### src/rtl/grp_irq_pkg.sv
package grp_irq_pkg;
  localparam int WORD_W   = 32;
  localparam int WORD_BYTES = WORD_W / 8;
  localparam int EOI_BIT  = 0;

  function automatic int ceil_div(input int num, input int den);
    return (num + den - 1) / den;
  endfunction
endpackage

### src/rtl/grp_irq_group_or.sv
module grp_irq_group_or #(
  parameter int NUM_PINS   = 184,
  parameter int GROUP_SIZE = 4,
  parameter int SUM_BITS   = 46
) (
  input  logic                clk,
  input  logic                rst,
  input  logic [NUM_PINS-1:0] req_i,
  output logic [SUM_BITS-1:0] sum_o
);
  localparam int PAD_W = SUM_BITS * GROUP_SIZE;

  logic [PAD_W-1:0]    padded;
  logic [SUM_BITS-1:0] sum_d;

  always_comb begin
    padded = '0;
    padded[NUM_PINS-1:0] = req_i;
  end

  for (genvar g = 0; g < SUM_BITS; g++) begin : g_grp
    assign sum_d[g] = |padded[g*GROUP_SIZE +: GROUP_SIZE];
  end

  always_ff @(posedge clk) begin
    if (rst) sum_o <= '0;
    else     sum_o <= sum_d;
  end
endmodule

### src/rtl/grp_irq_arm_ctrl.sv
module grp_irq_arm_ctrl (
  input  logic clk,
  input  logic rst,
  input  logic any_i,
  input  logic eoi_i,
  output logic irq_o
);
  logic armed;
  logic fire;

  assign fire = (armed | eoi_i) & any_i;

  always_ff @(posedge clk) begin
    if (rst) begin
      armed <= 1'b1;
      irq_o <= 1'b0;
    end else begin
      irq_o <= fire;
      if (fire)       armed <= 1'b0;
      else if (eoi_i) armed <= 1'b1;
    end
  end

  AST_REARM_NEEDS_EOI: assert property (@(posedge clk) disable iff (rst)
    $rose(armed) |-> $past(eoi_i));
  AST_SINGLE_PULSE: assert property (@(posedge clk) disable iff (rst)
    (irq_o && !eoi_i) |=> !irq_o);
  AST_FIRE_NEEDS_PENDING: assert property (@(posedge clk) disable iff (rst)
    $rose(irq_o) |-> $past(any_i));
endmodule

### src/rtl/grp_irq_reg_if.sv
module grp_irq_reg_if
  import grp_irq_pkg::*;
#(
  parameter int SUM_BITS  = 46,
  parameter int NUM_WORDS = 2,
  parameter int ADDR_W    = 8
) (
  input  logic                clk,
  input  logic                rst,
  input  logic                rd_en_i,
  input  logic                wr_en_i,
  input  logic [ADDR_W-1:0]   addr_i,
  input  logic [WORD_W-1:0]   wdata_i,
  input  logic [SUM_BITS-1:0] sum_i,
  output logic [WORD_W-1:0]   rdata_o,
  output logic                eoi_o
);
  localparam int VEC_W   = NUM_WORDS * WORD_W;
  localparam int IDX_W   = ADDR_W - 2;
  localparam int HI_USED = SUM_BITS - (NUM_WORDS - 1) * WORD_W;

  logic [VEC_W-1:0]  sum_vec;
  logic [IDX_W-1:0]  idx;
  logic              aligned;
  logic              hit_ctrl;
  logic [WORD_W-1:0] rd_d;
  logic              wdata_unused;

  always_comb begin
    sum_vec = '0;
    sum_vec[SUM_BITS-1:0] = sum_i;
  end

  assign idx      = addr_i[ADDR_W-1:2];
  assign aligned  = (addr_i[1:0] == 2'b00);
  assign hit_ctrl = aligned && (idx == IDX_W'(NUM_WORDS));
  assign eoi_o    = wr_en_i && hit_ctrl && wdata_i[EOI_BIT];
  assign wdata_unused = ^wdata_i;

  always_comb begin
    rd_d = '0;
    for (int w = 0; w < NUM_WORDS; w++) begin
      if (aligned && idx == IDX_W'(w)) rd_d = sum_vec[w*WORD_W +: WORD_W];
    end
  end

  always_ff @(posedge clk) begin
    if (rst)          rdata_o <= '0;
    else if (rd_en_i) rdata_o <= rd_d;
  end

  AST_CTRL_READS_ZERO: assert property (@(posedge clk) disable iff (rst)
    $past(rd_en_i && hit_ctrl) |-> (rdata_o == '0));

  if (HI_USED < WORD_W) begin : g_pad_chk
    AST_PAD_BITS_ZERO: assert property (@(posedge clk) disable iff (rst)
      $past(rd_en_i && aligned && idx == IDX_W'(NUM_WORDS - 1))
      |-> (rdata_o[WORD_W-1:HI_USED] == '0));
  end
endmodule

### src/rtl/grp_irq_summary.sv
module grp_irq_summary
  import grp_irq_pkg::*;
#(
  parameter int NUM_PINS   = 184,
  parameter int GROUP_SIZE = 4,
  parameter int ADDR_W     = 8
) (
  input  logic                clk,
  input  logic                rst,
  input  logic [NUM_PINS-1:0] pin_req_i,
  input  logic                rd_en_i,
  input  logic                wr_en_i,
  input  logic [ADDR_W-1:0]   addr_i,
  input  logic [31:0]         wdata_i,
  output logic [31:0]         rdata_o,
  output logic                irq_o
);
  localparam int SUM_BITS  = ceil_div(NUM_PINS, GROUP_SIZE);
  localparam int NUM_WORDS = ceil_div(SUM_BITS, WORD_W);

  logic [SUM_BITS-1:0] sum_q;
  logic                eoi;

  grp_irq_group_or #(
    .NUM_PINS  (NUM_PINS),
    .GROUP_SIZE(GROUP_SIZE),
    .SUM_BITS  (SUM_BITS)
  ) u_group (
    .clk  (clk),
    .rst  (rst),
    .req_i(pin_req_i),
    .sum_o(sum_q)
  );

  grp_irq_reg_if #(
    .SUM_BITS (SUM_BITS),
    .NUM_WORDS(NUM_WORDS),
    .ADDR_W   (ADDR_W)
  ) u_regs (
    .clk    (clk),
    .rst    (rst),
    .rd_en_i(rd_en_i),
    .wr_en_i(wr_en_i),
    .addr_i (addr_i),
    .wdata_i(wdata_i),
    .sum_i  (sum_q),
    .rdata_o(rdata_o),
    .eoi_o  (eoi)
  );

  grp_irq_arm_ctrl u_arm (
    .clk  (clk),
    .rst  (rst),
    .any_i(|sum_q),
    .eoi_i(eoi),
    .irq_o(irq_o)
  );

  AST_GROUP_FOLLOWS_PINS: assert property (@(posedge clk) disable iff (rst)
    $past(pin_req_i[GROUP_SIZE-1:0] != '0) |-> sum_q[0]);
endmodule

### config.mk
export PLATFORM = sky130hd
export DESIGN_NAME = grp_irq_summary
export DESIGN_NICKNAME = d
export VERILOG_FILES = /design/src/rtl/grp_irq_pkg.sv /design/src/rtl/grp_irq_group_or.sv /design/src/rtl/grp_irq_arm_ctrl.sv /design/src/rtl/grp_irq_reg_if.sv /design/src/rtl/grp_irq_summary.sv
export SDC_FILE = /design/constraint.sdc
export NUM_CORES = 1
export LEC_CHECK = 0
export ABC_AREA = 1
export BUFFER_PORTS_ARGS = -buffer_cell sky130_fd_sc_hd__buf_2
export CAP_MARGIN = 10
export CELL_PAD_IN_SITES_DETAIL_PLACEMENT = 1
export CELL_PAD_IN_SITES_GLOBAL_PLACEMENT = 1
export CORE_MARGIN = 4
export CORE_UTILIZATION = 27
export CTS_BUF_LIST = sky130_fd_sc_hd__clkbuf_8
export CTS_CLUSTER_DIAMETER = 100
export DETAILED_ROUTE_END_ITERATION = 12
export PLACE_DENSITY_LB_ADDON = 0.08
export SLEW_MARGIN = 20
export SYNTH_ARGS = -nofsm -noshare
export SYNTH_HDL_FRONTEND = slang
export SYNTH_HIERARCHICAL = 1
export SYNTH_SLANG_ARGS = --single-unit
export TNS_END_PERCENT = 50
### constraint.sdc
create_clock -name clk -period 1.4 [get_ports clk]
set_clock_uncertainty 0.05 [all_clocks]
set_input_delay 0.42 -clock clk [delete_from_list [all_inputs] [get_ports clk]]
set_output_delay 0.42 -clock clk [all_outputs]
set_load 0.1 [all_outputs]
==> impl_summary.md <==
Cells and area
The leading cell type in the layout, fill and taps excluded is buf_2. The area used by sequential logic in the layout is about 1600 sq um. Leaving out fill and tap cells, the most frequent cells in the layout are 195 x buf_2, 152 x nor2_1, 61 x nand2_1.

Counting the fill cells in the layout gives between 1,500 and 2,000. Compared with the post-synthesis result, the final layout area differs by 58.8%. The layout net count is just over 900. Cells with a size suffix above 1 make up 49.3% of the layout. The antenna cell count is 0. After routing the design area is roughly 5600 sq um. The multi-input combinational cells in the finished layout cover a total of 1650 sq um.

STA
In this run the tightest slew margin relative to its limit is 63.2%. The transition time of the tightest slew-check pin is ~0.55 ns. Timing would allow up to 0.737 GHz. Once routing completed, OpenROAD measured the worst setup slack at 0.0435 ns.

The final number of hold-violating endpoints is 0. The clock period could shrink to roughly 1.4 ns. The summed negative setup slack over all endpoints is 0 ns. The final max-slew violation count is 0. Setup repair after global routing left no endpoint under its margin. Setup violations remaining at the end of the flow were counted as 0. The final critical path takes up 96.9% of the cycle.

Setup path
The master of the slowest instance on the critical path is dfxtp_2. The arrival time reported for the critical path endpoint is 0.89 ns. The worst setup path category is reg -> out. Together, buffers and inverters on the worst path number 1.

The kind of end point of the critical path is an output pin. STA classifies the critical path startpoint as a flop. Walking the worst path, the cells encountered are buf_12. The required time of the worst setup path is 0.93 ns. Along the worst path, the maximum fanout reaches 2. The family of cells with the greatest summed delay on the critical path is flip-flops.

The largest single stage delay on the critical path is 0.37 ns.

GRT
Entering global routing, the biggest net connects 37 pins. The via count of the first global-routing pass was 3,779. The overall routing resource usage is 14.3%. The residual overflow from global routing is 0. The global-route wire length before repair is 17,000 um. The number of antenna violations at the first check in global routing is 0.

Synthesis
The sequential share of the synthesized area is between 40% and 50%. The number of distinct library cells after synthesis is 24. The total of flip-flops plus latches after synthesis is 80. The cell area after technology mapping is 3510 sq um. The synthesized net count is 683. The synthesized area per cell is 7.71 sq um. The number of instances in the synthesized netlist is 455.

The number of warning messages in the yosys log is 6.

Clock network
After clock tree synthesis, the flow added hold-fix buffers numbering 0. After clock tree synthesis, the clock-pin slew on the worst setup and hold paths is 0.08 ns. The clock sink count is 80. The CTS tree is done.

After clock tree synthesis, the setup repair step added 0 buffers. Clock tree synthesis inserted a total of 9 buffers. The H-tree generated during clock tree synthesis spans 3 levels. The worst-case clock buffer depth is 2. The worst-skew pair later-pin latency is ~0.33 ns. The cell chosen for the clock root is clkbuf_8.

Hold path
The min-delay analysis places its worst path in the category in -> reg.

Floorplan
In this run the standard cell core region covers 12,700 sq um. The row count is 41. The die covers 14,900 sq um.

During I/O placement, the number of pins put on the boundary was 261. The vertical die dimension is 122 um. The starting utilization of the core area is 27.7%. Measured along the x axis, the die boundary spans about 120 um.

Routing
The number of remaining DRC errors is 0. The number of DRC markers in iteration 0 is 91. In the routed layout, each cell is associated on average with a via count of roughly 4.3. The first detailed-routing pass ran for 6 iterations. Wires add up to 11,000 um. Summing over every cut layer, the via total after detailed routing is 3,685.

Dividing the detail-routed wire length by the instance count gives 12.7 um. The detail route stage leaves a number of antenna-violating nets equal to 0.

Place
The area after detailed placement is 5320 sq um. The pre-CTS setup slack is -0.100 ns. In this run the tool buffered the top-level ports with 229 buffer cells. At the end of routability-driven placement, the weighted congestion stood at roughly 0.74. The wire-length estimate of the detail-placed layout is 8940 um.

Power and ir drop
The highest ir drop seen on vdd is 337 uV. The static power due to leakage is 2.58 nW. The power per standard cell area is 921 nW/um^2.

Run
The number of violations of the max-capacitance limit is 0.

Run status
The run finished with clean final reports.
## final cells by class
cell class | instances | share of cell area [%]
Sequential cell | 80 | 29.5
Timing Repair Buffer | 237 | 31.9
Inverter | 21 | 1.41
Multi-Input combinational cell | 335 | 29.5
Tap cell | 172 | 3.86
Clock buffer | 9 | 2.22
Clock inverter | 7 | 1.57
## sequential cells by signal, summed over array words and instances (netlist names)
| signal | flops |
|---|---|
| u_group/sum_o | 46 |
| u_regs/rdata_o | 32 |
| u_arm/armed | 1 |
| u_arm/irq_o | 1 |
## routing by layer
metal  up-vias  track usage (%)  wire length (um)
met2       135             26.8              5760
met5         -                0                 0
met1      1631             15.8              4200
met4         0             4.83               129
met3        11             3.25               855
li1       1908                -                 -
## stage by stage
stage	power (mW)	hold slack, ns	std cells	util (%)
2_1_floorplan	2.96	0.388	455	-
3_3_place_gp	3.39	0.398	845	42.0
3_5_place_dp	3.41	0.423	845	42.0
4_1_cts	5.24	0.237	861	44.0
5_1_grt	5.41	0.256	861	44.0
6_report	5.13	0.265	861	44.0
## report_power, final
group | switching, mW | internal (mW)
logic | 0.475 | 0.413
registers | 0.0680 | 2.39
clock network | 0.801 | 0.992
## path summary, 6_finish.rpt
path	cells after the start	from	end	slack (ns)
setup / recovery	1	u_regs/rdata_o[4]	rdata_o[4]	0.04
hold / removal	3	pin_req_i[43]	u_group/sum_o[10]	0.26
setup reg to reg	8	u_group/sum_o[1]	u_arm/armed	0.15
hold reg to reg	2	u_group/sum_o[20]	u_regs/rdata_o[20]	0.42
## synthesized netlist by cell type (all sizes together)
cell | n | area [sq um]
clkbuf | 4 | 15.0
dfxtp | 80 | 1600
inv | 20 | 75.1
a21oi | 64 | 500
buf | 15 | 169
nor2 | 157 | 604
o21ai | 1 | 5.00
clkinv | 1 | 3.75
or2 | 1 | 6.26
nand4 | 2 | 12.5
nand2 | 62 | 235
nor3 | 1 | 5.00
nand3 | 47 | 275
## cell families after synthesis
logic type | after synthesis | synth area share, %
buffers and inverters | 40 | 7.49
AO/OA/AOI/OAI | 65 | 14.4
flip-flops | 80 | 45.6
AND/OR/NAND/NOR | 270 | 32.5
## what timing repair did
item	in CTS	in global routing
resized for setup	31	2
endpoints found under the setup margin	31	2
cloned	0	0
(Power assumes the default switching activity.)
